[config.mk]
export PLATFORM = sky130hd
export DESIGN_NAME = tmr_prescaled
export DESIGN_NICKNAME = d
export VERILOG_FILES = /design/src/rtl/tmr_prescaled.sv
export SDC_FILE = /design/constraint.sdc
export NUM_CORES = 1
export LEC_CHECK = 0
export ABC_CLOCK_PERIOD_IN_PS = 1650
export BUFFER_PORTS_ARGS = -buffer_cell sky130_fd_sc_hd__clkbuf_2
export CAP_MARGIN = 20
export CELL_PAD_IN_SITES_DETAIL_PLACEMENT = 0
export CELL_PAD_IN_SITES_GLOBAL_PLACEMENT = 1
export CORE_MARGIN = 3
export CORE_UTILIZATION = 35
export DETAILED_ROUTE_END_ITERATION = 10
export GPL_ROUTABILITY_DRIVEN = 0
export GPL_TIMING_DRIVEN = 0
export PLACE_DENSITY_LB_ADDON = 0.1
export SLEW_MARGIN = 40
export SYNTH_ARGS = -nofsm -noshare
export SYNTH_HDL_FRONTEND = slang
export SYNTH_SLANG_ARGS = --single-unit
export TNS_END_PERCENT = 5
[constraint.sdc]
create_clock -name clk -period 1.65 [get_ports clk]
set_input_delay 0 -clock clk [delete_from_list [all_inputs] [get_ports clk]]
set_output_delay 0 -clock clk [all_outputs]
set_load 0.03 [all_outputs]
[src/rtl/tmr_prescaled.sv]
module tmr_prescaled #(
  parameter int CNT_W = 8,
  parameter int PS_W  = 8,
  parameter int SEL_W = 3
) (
  input  logic             clk,
  input  logic             rst_n,
  input  logic             tick_en,
  input  logic             ext_in,
  input  logic             wr_cnt,
  input  logic             wr_opt,
  input  logic [CNT_W-1:0] wr_data,
  input  logic             ovf_clr,
  input  logic             wdt_tick_in,
  input  logic             wdt_clr,
  output logic [CNT_W-1:0] cnt_q,
  output logic             ovf_flag,
  output logic             wdt_tick_out,
  output logic             presc_to_wdt
);
  localparam int OPT_W = SEL_W + 3;
  localparam logic [OPT_W-1:0] OPT_RST = '1;

  logic [OPT_W-1:0] opt_q;
  logic [2:0]       sync_q;
  logic [PS_W-1:0]  ps_cnt, ps_mask;
  logic             src_sel, edge_sel, ps_wdt;
  logic             ext_ev, src_ev, ps_event, ps_hit, ps_clr, cnt_inc;

  assign src_sel  = opt_q[SEL_W+2];
  assign edge_sel = opt_q[SEL_W+1];
  assign ps_wdt   = opt_q[SEL_W];
  assign presc_to_wdt = ps_wdt;

  always_ff @(posedge clk) begin
    if (!rst_n) opt_q <= OPT_RST;
    else if (wr_opt) opt_q <= wr_data[OPT_W-1:0];
  end

  always_ff @(posedge clk) begin
    if (!rst_n) sync_q <= '0;
    else sync_q <= {sync_q[1:0], ext_in};
  end

  assign ext_ev = edge_sel ? (~sync_q[1] & sync_q[2]) : (sync_q[1] & ~sync_q[2]);
  assign src_ev = src_sel ? ext_ev : tick_en;

  assign ps_mask  = ~({PS_W{1'b1}} << opt_q[SEL_W-1:0]);
  assign ps_hit   = (ps_cnt & ps_mask) == ps_mask;
  assign ps_event = ps_wdt ? wdt_tick_in : src_ev;
  assign ps_clr   = ps_wdt ? wdt_clr : wr_cnt;

  always_ff @(posedge clk) begin
    if (!rst_n) ps_cnt <= '0;
    else if (ps_clr) ps_cnt <= '0;
    else if (ps_event) ps_cnt <= ps_cnt + 1'b1;
  end

  assign cnt_inc      = src_ev & (ps_wdt | ps_hit);
  assign wdt_tick_out = wdt_tick_in & (~ps_wdt | ps_hit);

  always_ff @(posedge clk) begin
    if (!rst_n) cnt_q <= '0;
    else if (wr_cnt) cnt_q <= wr_data;
    else if (cnt_inc) cnt_q <= cnt_q + 1'b1;
  end

  always_ff @(posedge clk) begin
    if (!rst_n) ovf_flag <= 1'b0;
    else if (!wr_cnt && cnt_inc && (&cnt_q)) ovf_flag <= 1'b1;
    else if (ovf_clr) ovf_flag <= 1'b0;
  end

  AST_WR_LOAD: assert property (@(posedge clk) disable iff (!rst_n)
    wr_cnt |=> cnt_q == $past(wr_data));
  AST_STEP_ONE: assert property (@(posedge clk) disable iff (!rst_n)
    !wr_cnt |=> (cnt_q == $past(cnt_q) || cnt_q == $past(cnt_q) + 1'b1));
  AST_UNDIV_TIMER: assert property (@(posedge clk) disable iff (!rst_n)
    (ps_wdt && !src_sel && tick_en && !wr_cnt && !wr_opt) |=> cnt_q == $past(cnt_q) + 1'b1);
  AST_OVF_HOLD: assert property (@(posedge clk) disable iff (!rst_n)
    (ovf_flag && !ovf_clr) |=> ovf_flag);
  AST_OVF_WRAP: assert property (@(posedge clk) disable iff (!rst_n)
    (!wr_cnt && (&cnt_q)) |=> (cnt_q != '0 || ovf_flag));
  AST_PS_WR_CLR: assert property (@(posedge clk) disable iff (!rst_n)
    (wr_cnt && !ps_wdt) |=> ps_cnt == '0);
  AST_PS_WDT_CLR: assert property (@(posedge clk) disable iff (!rst_n)
    (wdt_clr && ps_wdt) |=> ps_cnt == '0);
endmodule

==> results of run 1 <==
==> metrics by stage <==
step	util, %	TNS [ns]
after floorplan	-	-0.1433
after global placement	44.02	-3.471
after detailed placement	44.02	-4.042
after CTS	49.73	-2.071
after global routing	50.20	-3.314
final	50.20	-2.001
==> power by group <==
part	switching [mW]	total [mW]	internal, mW
sequential	0.0329	0.667	0.634
clock	0.183	0.278	0.0945
combinational	0.131	0.228	0.0969
==> per-layer routing <==
metal | up-vias | global-route usage [%]
met5 | - | 0
met4 | 0 | 5.440
met3 | 2 | 2.564
met2 | 28 | 27.18
met1 | 588 | 22.66
li1 | 610 | -
==> cell families after synthesis <==
group	Yosys count	synth area share, %
adder cells (fa/ha/maj)	2	2.040
buffers and inverters	13	3.980
AO/OA/AOI/OAI	43	23.88
XOR/XNOR	1	0.7144
multiplexers	7	6.020
AND/OR/NAND/NOR	51	22.55
flip-flops	25	40.82
==> how the worst max path moves through the flow <==
stage	cells after the start	startpoint	slack [ns]	endpoint
after floorplan	5	sync_q[2]	-0.03	cnt_q[4]
after global placement	6	ps_cnt[3]	-0.32	ovf_flag
after detailed placement	6	ps_cnt[3]	-0.36	ovf_flag
after CTS	6	sync_q[1]	-0.20	ps_cnt[4]
after global routing	5	sync_q[1]	-0.27	cnt_q[4]
final	6	sync_q[1]	-0.21	cnt_q[7]
==> layout by cell type, fill, tap and decap left out, types with 3 or more instances in the layout <==
master,Yosys,final
dfxtp_1,25,19
nor2_1,5,5
a31oi_1,8,8
or3_1,5,5
or4_1,3,3
mux2i_1,6,6
inv_1,7,7
buf_4,0,3
dlygate4sd3_1,0,10
nor3_1,5,5
and2_1,5,5
clkbuf_4,0,3
o21ai_0,14,14
o21a_1,8,8
dfxtp_2,0,6
clkbuf_2,0,25
nand3_1,3,3
clkbuf_1,6,5
nand4_1,4,4
nand2_1,12,11
==> state kept, by name, indices dropped and copies added (netlist names) <==
name and flops:
cnt_q 8, ps_cnt 7, opt_q 6, sync_q 3
ovf_flag 1
==> cell type report <==
type	instances	area (sq um)	share of cell area [%]
plain buffers	6	36.28	2.257
clock buffers	4	26.28	1.634
inverters	7	26.28	1.634
multi-input cells	104	704.4	43.81
flip-flops and latches	25	508.0	31.60
well taps	44	55.05	3.424
repair buffers	38	251.5	15.64
==> what timing repair did <==
action                                 in CTS  in global routing
endpoints found under the hold margin      11                  0
pin swaps                                   5                  2
resized for setup                          14                  3
setup endpoints to repair                  17                 17
buffers inserted                            2                  1
hold buffers                               10                  0
==> impl_metrics.env, run 1 <==
export IMPL_status="complete, but fails checks"
export IMPL_violations="negative setup slack"
export IMPL_reg2reg_depth=6
export IMPL_max_freq_ghz=0.5383
export IMPL_period_share_pct=112.6
export IMPL_cts_buffers=3
export IMPL_initial_core_util_pct=38.28
export IMPL_maxCapViolCount=0
export IMPL_clk_latency_ns=0.32
export IMPL_grt_pass1_wl_um=5602
export IMPL_finalPower_mw=1.172
export IMPL_root_buffer="clkbuf_4"
export IMPL_crit_chain="or3b_4 -> a31oi_4 -> buf_6 -> nand4_1 -> or3_1 -> a31oi_1"
export IMPL_nFillCells=348
export IMPL_timing_critical_path_buf_inv=1
export IMPL_crit_family="simple AND/OR/NAND/NOR gates"
export IMPL_power_density_mw_per_mm2=729.1
export IMPL_rsz0062_at_grt="yes"
export IMPL_yosysSeqAreaShare_pct=40.82
export IMPL_critPathSlowestCell="or3b_4"
export IMPL_finClkSkew_ns=0.007852
export IMPL_synth_area_leaders="dfxtp_1 41%, o21ai_0 5.7%, mux2i_1 4.9%"
export IMPL_yosys_area_top_type="dfxtp_1"
export IMPL_synth_common_cells="25 x dfxtp_1, 14 x o21ai_0, 12 x nand2_1"
export IMPL_syn_inst=142
export IMPL_finalHoldViolCount=0
export IMPL_worstSetupPathType="register to register"
export IMPL_arrival_ns=2.11
export IMPL_grt_max_degree=14
export IMPL_fin_area_sq_mm=0.001608
export IMPL_worst_pin_slew_ns=0.4620
export IMPL_dp_cells=211
export IMPL_drt_first_iter_violations=46
export IMPL_ys_seq_elements=25
export IMPL_async_flop_share_pct=0
export IMPL_port_buffers=25
export IMPL_wirelength_um=3226
export IMPL_maxSlewViolCount=0
export IMPL_cts_sinks=25
export IMPL_antenna_found_initial=0
export IMPL_crit_required_ns=1.91
export IMPL_cp_max_fo=5
export IMPL_syn_area_sq_mm=0.001226
export IMPL_layout_setup_ws_ns=-0.2077
export IMPL_dpl_hpwl_um=2351
export IMPL_yosysWarnings=0
export IMPL_crit_path_max_incr_delay_ns=0.38
export IMPL_worst_hold_slack_ns=0.0007942
export IMPL_die_w_um=65.19
export IMPL_fin_cells=228
export IMPL_synth_distinct_cells=31
export IMPL_worstHoldPathType="input pin to register"
export IMPL_hold_path_depth=2
export IMPL_area_growth_pct=31.12
export IMPL_dp_slack_ns=-0.3608
export IMPL_met1_length_um=1587
export IMPL_hp_start="rst_n"
export IMPL_highest_layer="met4"
export IMPL_postPlaceCellArea_sq_mm=0.001410
export IMPL_path_clk_slew_ns=0.14
export IMPL_drc_errors=0
export IMPL_cts_buffer_depth=2
export IMPL_synth_main_ff_cell="dfxtp_1"
export IMPL_ant_nets=0
export IMPL_die_h_um=65.19
export IMPL_io_pins=28
export IMPL_wire_per_inst_um=14.15
export IMPL_diodes=0
export IMPL_design_die_area_sq_mm=0.004250
export IMPL_vias_per_cell=5.386
export IMPL_final_layout_size_suffix_gt1_share_pct=25.54
export IMPL_peakVddDrop_v=0.0003729
export IMPL_cts_tree="done"
export IMPL_maxSlewHeadroom_pct=69.20
export IMPL_r2r_start="sync_q[1]"
export IMPL_start_kind="register"
export IMPL_nets=204
export IMPL_synth_nets=161
export IMPL_end_kind="register"
export IMPL_htreeDepth=1
export IMPL_yosysMostFrequentCell="dfxtp_1"
export IMPL_row_count=20
export IMPL_route_vias_total=1228
export IMPL_power_static_leakage_nw=0.6351
export IMPL_synth_edff_count=0
export IMPL_grt_pass1_vias=1237
export IMPL_wl_met3_um=145
export IMPL_track_usage_pct=16.74
export IMPL_dr_pass1_iters=4
export IMPL_setup_viol=16
export IMPL_min_period_ns=1.858
export IMPL_dr_wl_met2_um=1474
export IMPL_r2r_end="cnt_q[7]"
export IMPL_regToRegSetupSlack_ns=-0.21
export IMPL_avgSynthCellArea_sq_um=8.635
export IMPL_synth_top_cell_area_share_pct=40.82
export IMPL_grt_ovfl_total=0
export IMPL_hold_end="opt_q[4]"
export IMPL_coreArea_sq_mm=0.003203
No activity file was read; power rests on OpenSTA's default activity.
==> run 2, diff against run 1 <==
- ABC_CLOCK_PERIOD_IN_PS: 1650 -> unset
- CELL_PAD_IN_SITES_DETAIL_PLACEMENT: 0 -> 1
- CELL_PAD_IN_SITES_GLOBAL_PLACEMENT: 1 -> 2
- CORE_UTILIZATION: 35 -> 28
- clock period: 1.65 -> 1.6 ns (I/O delays scaled with it)
==> run 2 against run 1 <==
Compared with the run above: the flow still finishes with violations (negative setup slack); hold slack gained 0.036 ns; combinational power rose by 4%; final cell count grew 1.8%; total power up 13%; worst setup slack got worse by 0.10 ns; non-clock buffer count is 2 lower; register-to-register slack worse by 0.10 ns.
==> impl_metrics.env, run 2 (synthesis results as in run 1) <==
export IMPL_max_freq_ghz=0.5232
export IMPL_cts_buffer_depth=2
export IMPL_coreArea_sq_mm=0.004115
export IMPL_dr_pass1_iters=6
export IMPL_reg2reg_depth=5
export IMPL_hold_path_depth=2
export IMPL_htreeDepth=1
export IMPL_clk_latency_ns=0.27
export IMPL_largest_register_ffs=8
export IMPL_worstHoldPathType="input pin to register"
export IMPL_drc_errors=0
export IMPL_finClkSkew_ns=0.005835
export IMPL_port_buffers=25
export IMPL_dpl_hpwl_um=2758
export IMPL_grt_pass1_vias=1306
export IMPL_maxCapViolCount=0
export IMPL_diodes=0
export IMPL_power_static_leakage_nw=0.6431
export IMPL_layout_setup_ws_ns=-0.3112
export IMPL_end_kind="register"
export IMPL_row_count=23
export IMPL_dp_cells=217
export IMPL_p_comb_share_pct=18.1
export IMPL_pwr_share_seq_pct=52.3
export IMPL_intPower_mw=0.9296
export IMPL_die_h_um=72.18
export IMPL_violations="negative setup slack"
export IMPL_worstSetupPathType="register to register"
export IMPL_ant_nets=0
export IMPL_power_density_mw_per_mm2=807.8
export IMPL_worst_pin_slew_ns=0.4648
export IMPL_nets=202
export IMPL_design_die_area_sq_mm=0.005209
export IMPL_route_vias_total=1176
export IMPL_arrival_ns=2.11
export IMPL_postPlaceCellArea_sq_mm=0.001418
export IMPL_cts_buffers=3
export IMPL_grt_ovfl_total=0
export IMPL_die_w_um=72.18
export IMPL_grt_max_degree=15
export IMPL_setup_viol=16
export IMPL_area_growth_pct=33.27
export IMPL_cp_max_fo=8
export IMPL_start_kind="register"
export IMPL_wirelength_um=3688
export IMPL_path_clk_slew_ns=0.09
export IMPL_rsz0062_at_grt="yes"
export IMPL_setup_tns_ns=-3.238
export IMPL_status="complete, but fails checks"
export IMPL_clkPwrFrac_pct=29.6
export IMPL_fin_area_sq_mm=0.001634
export IMPL_root_buffer="clkbuf_8"
export IMPL_cts_sinks=25
export IMPL_min_period_ns=1.911
export IMPL_grt_pass1_wl_um=6327
export IMPL_maxSlewViolCount=0
export IMPL_antenna_found_initial=0
export IMPL_io_pins=28
export IMPL_p_sw_share_pct=29.57
export IMPL_utilization_pct=39.71
export IMPL_finalHoldViolCount=0
export IMPL_crit_required_ns=1.80
export IMPL_regMostFlops="cnt_q"
export IMPL_nFillCells=497
export IMPL_peakVddDrop_v=0.0004003
export IMPL_initial_core_util_pct=29.80
export IMPL_dp_slack_ns=-0.4945
export IMPL_final_layout_size_suffix_gt1_share_pct=28.02
export IMPL_drt_first_iter_violations=39
export IMPL_fin_cells=232
export IMPL_vias_per_cell=5.069
export IMPL_reg_top3="cnt_q: 8 flops, ps_cnt: 7 flops, opt_q: 6 flops"
export IMPL_maxSlewHeadroom_pct=69.01
export IMPL_wire_per_inst_um=15.90
export IMPL_cts_tree="done"
export IMPL_layout_common_cells="25 x clkbuf_2, 18 x dfxtp_1, 14 x o21ai_0, 11 x nand2_1"
export IMPL_final_common_cell="clkbuf_2"
export IMPL_period_share_pct=119.4
export IMPL_track_usage_pct=15.60
export IMPL_p_sw_mw=0.3903
-- run 2: changes by cell type in the layout (fill, tap and decap cells not counted), sizes merged --
cell | previous run | this run
clkinv | 0 | 1
dlygate4sd3 | 10 | 7
-- run 2: final timing paths --
path | to | slack, ns | start
max | cnt_q[4] | -0.31 | opt_q[0]
min reg2reg | sync_q[1] | 0.44 | sync_q[0]
min | opt_q[4] | 0.04 | rst_n
max reg2reg | cnt_q[4] | -0.31 | opt_q[0]
-- run 2: critical path, stage by stage (launching register included) --
cell     delay, ns
dfxtp_2       0.36
nor3_2        0.21
o32ai_2       0.12
o31a_1        0.43
or4_1         0.54
a31oi_1       0.18
-- run 2: repair_timing --
item                                   CTS  global route
pin swaps                                5             5
buffers inserted                         3             1
gates resized for setup                 16             4
endpoints found under the hold margin    7             0
hold buffers                             7             0
setup endpoints to repair               17            17
-- run 2: final cells by class --
class	instances	area [sq um]	share of cell area, %
Multi-Input combinational cell	104	714.4	43.72
Sequential cell	25	509.2	31.16
Timing Repair Buffer	36	232.7	14.24
Tap cell	50	62.56	3.828
Buffer	6	42.54	2.603
Clock buffer	3	41.29	2.527
Inverter	7	26.28	1.608
Clock inverter	1	5.005	0.3063
-- run 2: power by group through the flow --
| stage | clock network [mW] | registers [mW] | logic (mW) |
|---|---|---|---|
| 2_1_floorplan | 0 | 0.724 | 0.101 |
| 3_3_place_gp | 0 | 0.699 | 0.199 |
| 3_5_place_dp | 0 | 0.702 | 0.203 |
| 4_1_cts | 0.410 | 0.690 | 0.239 |
| 5_1_grt | 0.440 | 0.696 | 0.266 |
| 6_report | 0.391 | 0.691 | 0.238 |
-- run 2: layer usage --
metal  track usage, %  part of all wire, %  up-vias
li1                 -                    -      607
met1            21.53                   52      542
met2            25.18                   43       23
met3            3.463                  4.2        4
met4            2.714                 0.70        0
met5                0                    0        -
-- run 2: metrics by stage --
step / total power, mW / hold slack [ns]
floorplan: 0.8249 / 0.1273
global placement: 0.8975 / 0.2131
detailed placement: 0.9051 / 0.2263
CTS: 1.339 / 0.03229
global route: 1.402 / 0.05045
finish: 1.320 / 0.03651
==> run 3, diff against run 2 <==
- REMOVE_ABC_BUFFERS: unset -> 1
==> run 3 against run 2 <==
Compared with the run above: the run still ends with negative setup slack left; clock skew shrank 0.00076 ns; non-clock buffer count grew 1; sequential cell count is the same; fmax grew 2.1%; critical endpoint is now ps_cnt[5]; total power grew 1.3%; via count grew 2.6%; critical path type unchanged; largest power group unchanged; register-to-register slack gained 0.04 ns; utilization grew 1.3 points; final cell count grew 0.43%.
==> impl_metrics.env, run 3 (synthesis results as in run 1) <==
export IMPL_worst_pin_slew_ns=0.4779
export IMPL_worstSetupPathType="register to register"
export IMPL_dr_pass1_iters=4
export IMPL_drt_first_iter_violations=30
export IMPL_postPlaceCellArea_sq_mm=0.001401
export IMPL_crit_chain="or3b_4 -> a31oi_4 -> buf_6 -> mux2i_4 -> or4_4 -> a21oi_2"
export IMPL_ant_nets=0
export IMPL_route_vias_total=1206
export IMPL_wirelength_um=3837
export IMPL_htreeDepth=1
export IMPL_maxSlewHeadroom_pct=68.10
export IMPL_die_h_um=72.18
export IMPL_register_area_sq_um=519.2
export IMPL_crit_path_max_incr_delay_ns=0.48
export IMPL_min_period_ns=1.873
export IMPL_drc_errors=0
export IMPL_rsz0062_at_grt="yes"
export IMPL_layout_common_cells="26 x clkbuf_2, 16 x dfxtp_1, 13 x o21ai_0, 11 x nand2_1"
export IMPL_peakVddDrop_v=0.0004262
export IMPL_layout_setup_ws_ns=-0.2726
export IMPL_coreArea_sq_mm=0.004115
export IMPL_cts_tree="done"
export IMPL_r2r_start="sync_q[2]"
export IMPL_reg2reg_depth=6
export IMPL_hold_path_depth=3
export IMPL_port_buffers=27
export IMPL_antenna_found_initial=0
export IMPL_r2r_end="ps_cnt[5]"
export IMPL_final_layout_size_suffix_gt1_share_pct=33.33
export IMPL_reg_top3="cnt_q: 8 flops, ps_cnt: 7 flops, opt_q: 6 flops"
export IMPL_critPathSlowestCell="or4_4"
export IMPL_row_count=23
export IMPL_initial_core_util_pct=29.80
export IMPL_vias_per_cell=5.176
export IMPL_regToRegSetupSlack_ns=-0.27
export IMPL_largest_register_ffs=8
export IMPL_die_w_um=72.18
export IMPL_arrival_ns=2.09
export IMPL_power_density_mw_per_mm2=792.6
export IMPL_nets=203
export IMPL_maxSlewViolCount=0
export IMPL_nFillCells=499
export IMPL_grt_ovfl_total=0
export IMPL_grt_pass1_wl_um=5892
export IMPL_clk_latency_ns=0.28
export IMPL_fin_area_sq_mm=0.001688
export IMPL_worstHoldPathType="input pin to register"
export IMPL_io_pins=28
export IMPL_status="complete, but fails checks"
export IMPL_hold_end="ovf_flag"
export IMPL_area_growth_pct=37.65
export IMPL_max_freq_ghz=0.5340
export IMPL_finClkSkew_ns=0.005079
export IMPL_power_static_leakage_nw=0.6875
export IMPL_finalPower_mw=1.338
export IMPL_violations="negative setup slack"
export IMPL_cts_buffer_depth=2
export IMPL_multiInputGateArea_sq_um=738.2
export IMPL_grt_max_degree=21
export IMPL_root_buffer="clkbuf_8"
export IMPL_path_clk_slew_ns=0.09
export IMPL_diodes=0
export IMPL_grt_pass1_vias=1219
export IMPL_design_die_area_sq_mm=0.005209
export IMPL_maxCapViolCount=0
export IMPL_wire_per_inst_um=16.47
export IMPL_cts_sinks=25
export IMPL_final_common_cell="clkbuf_2"
export IMPL_dpl_hpwl_um=2594
export IMPL_cts_buffers=3
export IMPL_hp_start="ovf_clr"
export IMPL_cp_max_fo=3
export IMPL_end_kind="register"
export IMPL_setup_viol=16
export IMPL_track_usage_pct=14.66
export IMPL_crit_required_ns=1.82
export IMPL_crit_path_start="sync_q[2]"
export IMPL_period_share_pct=117.0
export IMPL_regMostFlops="cnt_q"
export IMPL_start_kind="register"
export IMPL_finalHoldViolCount=0
==> run 3: cell type report <==
cell class,instances,share of cell area (%)
Inverter,7,1.557
Clock inverter,1,0.2965
Multi-Input combinational cell,104,43.74
Clock buffer,3,2.446
Timing Repair Buffer,43,17.49
Sequential cell,25,30.76
Tap cell,50,3.706
==> run 3: worst max path at each step <==
stage / endpoint
2_1_floorplan: ps_cnt[5]
3_3_place_gp: ps_cnt[5]
3_5_place_dp: ps_cnt[5]
4_1_cts: cnt_q[7]
5_1_grt: cnt_q[6]
6_report: ps_cnt[5]
==> run 3: repair_timing <==
item,in CTS,in global routing
endpoints found under the setup margin,17,17
buffers inserted,7,2
endpoints found under the hold margin,7,0
pin swaps,10,8
hold buffers,7,0
gates resized for setup,19,14
==> run 3: metrics by stage <==
| step | setup TNS (ns) | setup slack (ns) | hold WS [ns] | cells | utilization (%) |
|---|---|---|---|---|---|
| finish | -2.830 | -0.2726 | 0.05891 | 233 | 41.02 |
| detailed placement | -4.570 | -0.5368 | 0.2270 | 213 | 34.05 |
| CTS | -2.398 | -0.2418 | 0.06141 | 231 | 39.50 |
| floorplan | -0.9563 | -0.2745 | 0.06194 | 136 | - |
| global route | -3.941 | -0.3221 | 0.04949 | 233 | 41.02 |
| global placement | -3.842 | -0.4856 | 0.2106 | 213 | 34.05 |
==> run 3: report_power, final <==
part / switching (mW) / internal [mW]
Sequential: 0.0387 / 0.650
Combinational: 0.145 / 0.113
Clock: 0.217 / 0.175
==> run 3: routing by layer <==
metal  up-vias  track usage [%]  share of wire (%)
li1        610                -                  -
met5         -                0                  0
met4         0            3.132               0.89
met2        19            25.08                 51
met1       573            18.79                 44
met3         4            3.324                3.4
==> run 3: critical path, delay by kind of cell (launching register included) <==
kind            cells  cell delay (ns)
buf+inv             1             0.14
compound gates      2             0.39
simple gates        2             0.88
flops               1             0.33
mux                 1             0.07
